$ cat config.mk
export PLATFORM = sky130hd
export DESIGN_NAME = lcd_timing_gen
export DESIGN_NICKNAME = d
export VERILOG_FILES = /design/src/rtl/lcd_timing_gen.sv
export SDC_FILE = /design/constraint.sdc
export NUM_CORES = 1
export LEC_CHECK = 0
export ABC_AREA = 1
export CORE_AREA = 2 2 168 170
export DETAILED_ROUTE_END_ITERATION = 16
export DIE_AREA = 0 0 170 172
export DONT_BUFFER_PORTS = 1
export GPL_TIMING_DRIVEN = 0
export PLACE_DENSITY = 0.62
export SETUP_SLACK_MARGIN = 0.02
export SLEW_MARGIN = 20
export SYNTH_ARGS = -nofsm -noshare
export SYNTH_HDL_FRONTEND = slang
export SYNTH_SLANG_ARGS = --single-unit
$ cat constraint.sdc
create_clock -name clk -period 7.6 [get_ports clk]
set_clock_uncertainty 0.15 [all_clocks]
set_input_delay 0.76 -clock clk [delete_from_list [all_inputs] [get_ports clk]]
set_output_delay 0.76 -clock clk [all_outputs]
set_load 0.02 [all_outputs]
$ cat src/rtl/lcd_timing_gen.sv
module lcd_timing_gen #(
  parameter int PW = 8,
  parameter int AW = 11
) (
  input  logic          clk,
  input  logic          rst_n,
  input  logic          pix_en,
  input  logic          wr_en,
  input  logic [2:0]    wr_addr,
  input  logic [31:0]   wr_data,
  output logic          hsync,
  output logic          vsync,
  output logic          de,
  output logic          field,
  output logic [AW-1:0] pix_x,
  output logic [AW-1:0] line_y
);
  localparam int CW = ((AW > PW) ? AW : PW) + 2;
  localparam int L0 = 0;
  localparam int L1 = 8;
  localparam int L2 = 16;
  localparam int L3 = 24;

  logic [31:0]   reg_v, reg_h;
  logic [AW-1:0] reg_aw, reg_ah;
  logic          inv_h, inv_v, inv_d, ilace;

  logic [PW-1:0] s_vsw, s_vfp, s_vbp, s_vbpe, s_vfpe;
  logic [PW-1:0] s_hsw, s_hfp, s_hbp;
  logic [AW-1:0] s_aw, s_ah;

  logic [CW-1:0] hcnt, vcnt;
  logic [CW-1:0] h_bp_start, h_act_start, h_fp_start, h_total;
  logic [CW-1:0] v_bp_start, v_act_start, v_fp_start, v_total;
  logic [PW-1:0] vbp_sel, vfp_sel;
  logic          h_last, v_last, frame_end;
  logic          h_in, v_in;

  always_ff @(posedge clk) begin
    if (!rst_n) begin
      reg_v  <= '0;
      reg_h  <= '0;
      reg_aw <= '0;
      reg_ah <= '0;
      inv_h  <= 1'b0;
      inv_v  <= 1'b0;
      inv_d  <= 1'b0;
      ilace  <= 1'b0;
    end else if (wr_en) begin
      case (wr_addr)
        3'd0: reg_v <= wr_data;
        3'd1: reg_h <= wr_data;
        3'd2: begin
          inv_h <= wr_data[6];
          inv_v <= wr_data[5];
          inv_d <= wr_data[4];
          ilace <= wr_data[0];
        end
        3'd3: reg_aw <= wr_data[AW-1:0];
        3'd4: reg_ah <= wr_data[AW-1:0];
        default: ;
      endcase
    end
  end

  assign vbp_sel = field ? s_vbpe : s_vbp;
  assign vfp_sel = field ? s_vfpe : s_vfp;

  assign h_bp_start  = CW'(s_hsw) + CW'(1);
  assign h_act_start = h_bp_start + CW'(s_hbp) + CW'(1);
  assign h_fp_start  = h_act_start + CW'(s_aw) + CW'(1);
  assign h_total     = h_fp_start + CW'(s_hfp) + CW'(1);

  assign v_bp_start  = CW'(s_vsw) + CW'(1);
  assign v_act_start = v_bp_start + CW'(vbp_sel) + CW'(1);
  assign v_fp_start  = v_act_start + CW'(s_ah) + CW'(1);
  assign v_total     = v_fp_start + CW'(vfp_sel) + CW'(1);

  assign h_last    = (hcnt == h_total - CW'(1));
  assign v_last    = (vcnt == v_total - CW'(1));
  assign frame_end = pix_en && h_last && v_last;

  always_ff @(posedge clk) begin
    if (!rst_n) begin
      hcnt <= '0;
      vcnt <= '0;
    end else if (pix_en) begin
      hcnt <= h_last ? '0 : hcnt + CW'(1);
      if (h_last)
        vcnt <= v_last ? '0 : vcnt + CW'(1);
    end
  end

  always_ff @(posedge clk) begin
    if (!rst_n) begin
      s_vsw  <= '0;
      s_vfp  <= '0;
      s_vbp  <= '0;
      s_vbpe <= '0;
      s_vfpe <= '0;
      s_hsw  <= '0;
      s_hfp  <= '0;
      s_hbp  <= '0;
      s_aw   <= '0;
      s_ah   <= '0;
      field  <= 1'b0;
    end else if (frame_end) begin
      s_vsw  <= reg_v[L0 +: PW];
      s_vfp  <= reg_v[L1 +: PW];
      s_vbp  <= reg_v[L2 +: PW];
      s_vbpe <= reg_v[L3 +: PW];
      s_hsw  <= reg_h[L0 +: PW];
      s_hfp  <= reg_h[L1 +: PW];
      s_hbp  <= reg_h[L2 +: PW];
      s_vfpe <= reg_h[L3 +: PW];
      s_aw   <= reg_aw;
      s_ah   <= reg_ah;
      field  <= ilace ? ~field : 1'b0;
    end
  end

  assign h_in = (hcnt >= h_act_start) && (hcnt < h_fp_start);
  assign v_in = (vcnt >= v_act_start) && (vcnt < v_fp_start);

  assign hsync  = (hcnt < h_bp_start) ^ inv_h;
  assign vsync  = (vcnt < v_bp_start) ^ inv_v;
  assign de     = (h_in && v_in) ^ inv_d;
  assign pix_x  = h_in ? AW'(hcnt - h_act_start) : '0;
  assign line_y = v_in ? AW'(vcnt - v_act_start) : '0;

endmodule

==> reports/summary.txt, run 1 <==
Hold EP: reg_h[24]
CP top delay family: compound AO/OA/AOI/OAI gates
post-synthesis async set-or-reset flop share: 0%
clk root buf: clkbuf_16
worst reg-to-reg setup slack: 1.21 ns
most area-hungry cell type in the Yosys netlist: dfxtp_1
RR Startpoint: field
Max-Cap Viols: 0
flop and latch count out of synthesis: 203
Synth Warn #: 0
crit end category: output pin
LEAKAGE: 8.12 nW
Final Cycle Share: 93.0%
vias per inst: 5.08
most frequent cells in the layout: 475 x nand2_1, 434 x nor2_1, 307 x inv_1
Die H: 172 um
Distinct cells, synth: 44
share of cells above drive strength 1: 3.88%
mean routed wirelength per cell: 15.4 um
CP Data Arrival Time: 6.16 ns
crit start category: flip-flop
antenna diode count: 0
Max Freq: 0.142 GHz
Core ar.: 27500 um^2
Finished Layout Cells: 2486
CTS tree: done
layout net count: 2289
CTS Buf Count: 24
clk sinks: 203
sequential area share after synthesis: 30.1%
Final setup viols: 0
Primary FF master, synth: dfxtp_1
row cnt: 61
Synth Instances: 2096
CP Depth: 28
die area: 29200 um^2
ranking of synthesized cells by area: dfxtp_1 30%, nand2_1 13%, nor2_1 12%, ha_1 11%, inv_1 8.5%
Reg2Reg Depth: 35
global route overflow: 0
PortBufs: 0
initial antenna violation count: 0
hold_buf cts: 0
crit path buf inv count: 5
worst r2r dst: vcnt[5]
pin count of the biggest net entering global routing: 14
routed via count: 12600
EDFF count, synth: 0
HP Start: wr_data[24]
hold-critical path depth: 2
P&R area growth vs syn: 9.60%
Post-DP HPWL: 30200 um
fillers: 2867
Final Hold Viols: 0
total track usage: 26.3%
mapped cell area: 13500 um^2
Max transition margin: 37.4%
Post-Route WL: 38300 um
Worst Path Class, Setup: flip-flop to output pin
Synthesized Nets: 2262
Starting Density: 49.1%
critical path peak fanout: 10
IO Pins: 65
RD Place Congestion: 0.917
area fraction of the dominant cell type after synthesis: 30.1%
worst-margin pin slew: 0.916 ns
commonest non-fill, non-tap cell in the layout: nand2_1
hold crit path type: input port to flip-flop
1st-iter DRT viols: 916
PwrDens: 161 nW/um^2
Most common cell on crit path: nand2_1
status: finished clean
largest stage delay on the critical path: 0.50 ns
global-route wire length before repair: 60500 um
pins over their slew limit: 0
Max IR drop VDD: 210 uV
Placed Cells: 2442
Hold WS: 0.207 ns
Pre-antenna DRT Iters: 5
clk_lat worst skew: 0.54 ns
DRT antenna net count: 0
Clk pin slew, worst setup/hold paths: 0.06 ns
Req. time, crit path: 6.69 ns
H-tree depth: 1
maximum buffer depth of the clock tree: 3
Tmin final: 7.07 ns
CP max stage cell: dfxtp_1
detailed-route DRC error count: 0
die width: 170 um
unrepaired setup endpoints after global routing: yes
vias in the first global route: 11700
average cell area after synthesis: 6.43 um^2
Yosys cell counts (8+ instances only):
library cell / n
xor2_1: 44
nand3b_1: 8
clkbuf_1: 41
o21bai_1: 10
nand3_1: 95
fa_1: 8
a21oi_1: 83
nand4_1: 28
o21ai_0: 141
nor3_1: 17
xnor2_1: 13
buf_6: 16
ha_1: 119
dfxtp_1: 203
inv_1: 307
nor2_1: 435
nand2_1: 475
report_power, final:
part / leakage [nW] / switching (mW) / internal [mW]
combinational: 6.08 / 0.0744 / 0.0258
sequential: 1.64 / 0.0129 / 1.08
clock: 0.396 / 0.467 / 0.719
total: 8.12 / 0.554 / 1.83
through the flow:
stage                     total power [mW]  area, um^2  setup slack, ns  util, %  TNS [ns]
after floorplan                       1.19       13500             1.97        -         0
after global placement                1.22       13900            0.632     50.6         0
after detailed placement              1.22       13900            0.547     50.6         0
after CTS                             2.40       14700           0.0359     53.6         0
after global routing                  2.47       14800         -0.00228     53.8  -0.00228
final                                 2.38       14800            0.534     53.8         0
cells by family after synthesis:
logic type      synth area share (%)
compound gates                  10.2
buf+inv                         11.4
flops                           30.1
xor+xnor                        3.70
simple gates                    32.3
fa+ha+maj                       12.2
routing by layer:
| metal | share of wire (%) | global-route usage, % |
|---|---|---|
| met5 | 0 | 0 |
| met4 | 1.5 | 5.43 |
| met3 | 6.2 | 4.44 |
| met2 | 43 | 42.4 |
| met1 | 49 | 37.1 |
area by class of cell:
cell class / count / area [um^2] / area share (%)
Multi-Input combinational cell: 1520 / 7920 / 53.6
Buffer: 63 / 373 / 2.52
Inverter: 310 / 1160 / 7.88
Sequential cell: 203 / 4060 / 27.5
Timing Repair Buffer: 1 / 7.51 / 0.0508
Clock inverter: 8 / 144 / 0.974
Clock buffer: 35 / 672 / 4.55
Tap cell: 346 / 433 / 2.93
worst max-delay path by stage:
stage	startpoint	endpoint	slack [ns]
after global placement	field	line_y[9]	0.63
after CTS	field	line_y[9]	0.04
after detailed placement	field	line_y[9]	0.55
after floorplan	field	line_y[8]	1.97
after global routing	field	line_y[7]	-0.002
final	field	line_y[9]	0.53
sequential cells by signal (all words and copies together), names as in the netlist, 8 cells and up:
name    count
s_aw       11
s_vfpe      8
reg_ah     11
reg_v      32
s_hbp       8
hcnt       13
s_hsw       8
reg_aw     11
s_vbp       8
reg_h      32
s_vsw       8
s_ah       11
s_vfp       8
s_vbpe      8
vcnt       13
s_hfp       8
repair_timing:
item	in CTS	in global routing
setup buffers	0	1
endpoints found under the setup margin	3	12
resized for setup	1	13
pin swaps	0	1
Note: power is estimated with default switching activity, not from simulation.
==> inputs of run 2 (changes only) <==
- PLACE_DENSITY: 0.62 -> not set
- RECOVER_POWER: not set -> 100
==> reports/summary.txt, run 2 (synthesis gave the netlist of run 1 again) <==
Final Hold Viols: 0 (unchanged)
setup TNS: 0 ns (unchanged)
crit start category: flip-flop
maximum buffer depth of the clock tree: 3 (unchanged)
unrepaired setup endpoints after global routing: no
worst-margin pin slew: 1.01 ns (+0.0897 ns)
die area: 29200 um^2 (unchanged)
global-route wire length before repair: 60900 um (+0.58%)
commonest non-fill, non-tap cell in the layout: nand2_1
Pre-antenna DRT Iters: 5 (unchanged)
RD Place Congestion: 0.907 (-1.1%)
RR Startpoint: s_hsw[0]
crit end category: output pin
Clk pin slew, worst setup/hold paths: 0.07 ns (about the same)
# resized after CTS: 0 (-1)
Post-CTS Setup Bufs: 0 (unchanged)
Max-Cap Viols: 0 (unchanged)
PortBufs: 0 (unchanged)
Finished Core Util: 53.3% (-0.42 points)
pins over their slew limit: 0 (unchanged)
vias per inst: 5.08 (+0.15%)
CP Data Arrival Time: 6.16 ns (about the same)
Post-DP HPWL: 30400 um (+0.64%)
Post-Route WL: 38200 um (about the same)
LEAKAGE: 8.06 nW (-0.65%)
Core ar.: 27500 um^2 (unchanged)
routed via count: 12600 (-0.016%)
Req. time, crit path: 6.69 ns (about the same)
initial antenna violation count: 0 (unchanged)
clk_lat worst skew: 0.51 ns (-0.03 ns)
Max IR drop VDD: 188 uV (-10%)
Die H: 172 um (unchanged)
1st-iter DRT viols: 779 (-15%)
status: finished clean
Largest regs: reg_h x32, reg_v x32
clk sinks: 203 (unchanged)
fillers: 2919 (+1.8%)
Finished Layout Cells: 2482 (-0.16%)
Worst Path Class, Setup: flip-flop to output pin
mean routed wirelength per cell: 15.4 um (+0.11%)
most frequent cells in the layout: 475 x nand2_1, 436 x nor2_1, 307 x inv_1
Max transition margin: 31.2% (-6.1 points)
crit path from: field
Placed Cells: 2442 (unchanged)
antenna diode count: 0 (unchanged)
total track usage: 26.5% (+0.24 points)
global route overflow: 0 (unchanged)
P&R area growth vs syn: 8.74%
row cnt: 61 (unchanged)
Tmin final: 7.07 ns (+0.00860 ns)
PwrDens: 163 nW/um^2 (+0.91%)
die width: 170 um (unchanged)
DRT antenna net count: 0 (unchanged)
hold crit path type: input port to flip-flop
vias in the first global route: 11800 (+1.7%)
pin count of the biggest net entering global routing: 14 (unchanged)
Final setup viols: 0 (unchanged)
CTS Buf Count: 23 (-4.2%)
IO Pins: 65 (unchanged)
share of cells above drive strength 1: 3.51% (-0.37 points)
CTS tree: done
critical path peak fanout: 10 (unchanged)
total power: 2.38 mW (+0.12%)
HP Start: wr_data[31]
clk root buf: clkbuf_16
Starting Density: 49.1% (unchanged)
Max Freq: 0.141 GHz (-0.12%)
detailed-route DRC error count: 0 (unchanged)
Final Cycle Share: 93.1% (+0.11 points)
H-tree depth: 1 (unchanged)
hold_buf cts: 0 (unchanged)
layout net count: 2287 (-0.087%)
-- run 2: cell count changes in the layout (fill, tap and decap cells not counted), sizes merged --
cell,change
bufinv,+1
buf,-14
clkinvlp,+1
clkinv,+2
clkbuf,+5
inv,+1
-- run 2: report_power, final --
part	switching, mW	internal, mW	total [mW]
combinational	0.0743	0.0256	0.0999
sequential	0.0126	1.08	1.09
clock	0.462	0.727	1.19
total	0.549	1.83	2.38
-- run 2: final cells by class --
class                           count  area (um^2)  area share, %
Buffer                             63          307           2.09
Sequential cell                   203         4060           27.7
Tap cell                          346          433           2.95
Multi-Input combinational cell   1520         7890           53.8
Clock buffer                       27          631           4.30
Inverter                          310         1160           7.94
Clock inverter                     13          171           1.17
-- run 2: per-stage QoR --
stage	instance area (um^2)	setup slack (ns)	hold WS (ns)
CTS	14700	0.0397	0.224
global route	14700	0.0170	0.222
detailed placement	13900	0.599	0.286
floorplan	13500	1.97	0.274
finish	14700	0.526	0.233
global placement	13900	0.600	0.285
-- run 2: metal layers --
metal / share of wire, % / vias up / wire length (um) / global-route usage (%)
li1: - / 6628 / - / -
met1: 49 / 5639 / 18800 / 37.0
met2: 42 / 292 / 16200 / 43.1
met3: 6.0 / 58 / 2310 / 4.21
met4: 2.3 / 0 / 895 / 6.39
met5: 0 / - / 0 / 0
-- run 2: worst paths after layout --
kind | cells past startpoint | slack, ns | end
worst min register to register | 2 | 0.29 | reg_aw[0]
worst max-delay path | 27 | 0.53 | de
worst max register to register | 30 | 0.75 | vcnt[6]
worst min-delay path | 2 | 0.23 | reg_h[31]
-- run 2: worst max-delay path, stage by stage, from the launching register on --
cell	delay, ns
dfxtp_1	0.49
clkbuf_2	0.29
clkbuf_2	0.26
nand2_1	0.08
o21ai_0	0.15
ha_1	0.21
inv_1	0.06
fa_1	0.39
a21oi_1	0.17
o21bai_1	0.11
a21oi_1	0.17
o21bai_1	0.11
a21oi_1	0.19
o21ai_0	0.12
xor2_1	0.30
inv_1	0.12
ha_1	0.31
nand2_1	0.08
nor2_1	0.16
nand3_1	0.13
nand4_1	0.14
nand2_1	0.14
ha_1	0.21
a21o_1	0.15
a211oi_1	0.25
nand3_2	0.27
nor2_1	0.19
xor2_1	0.40
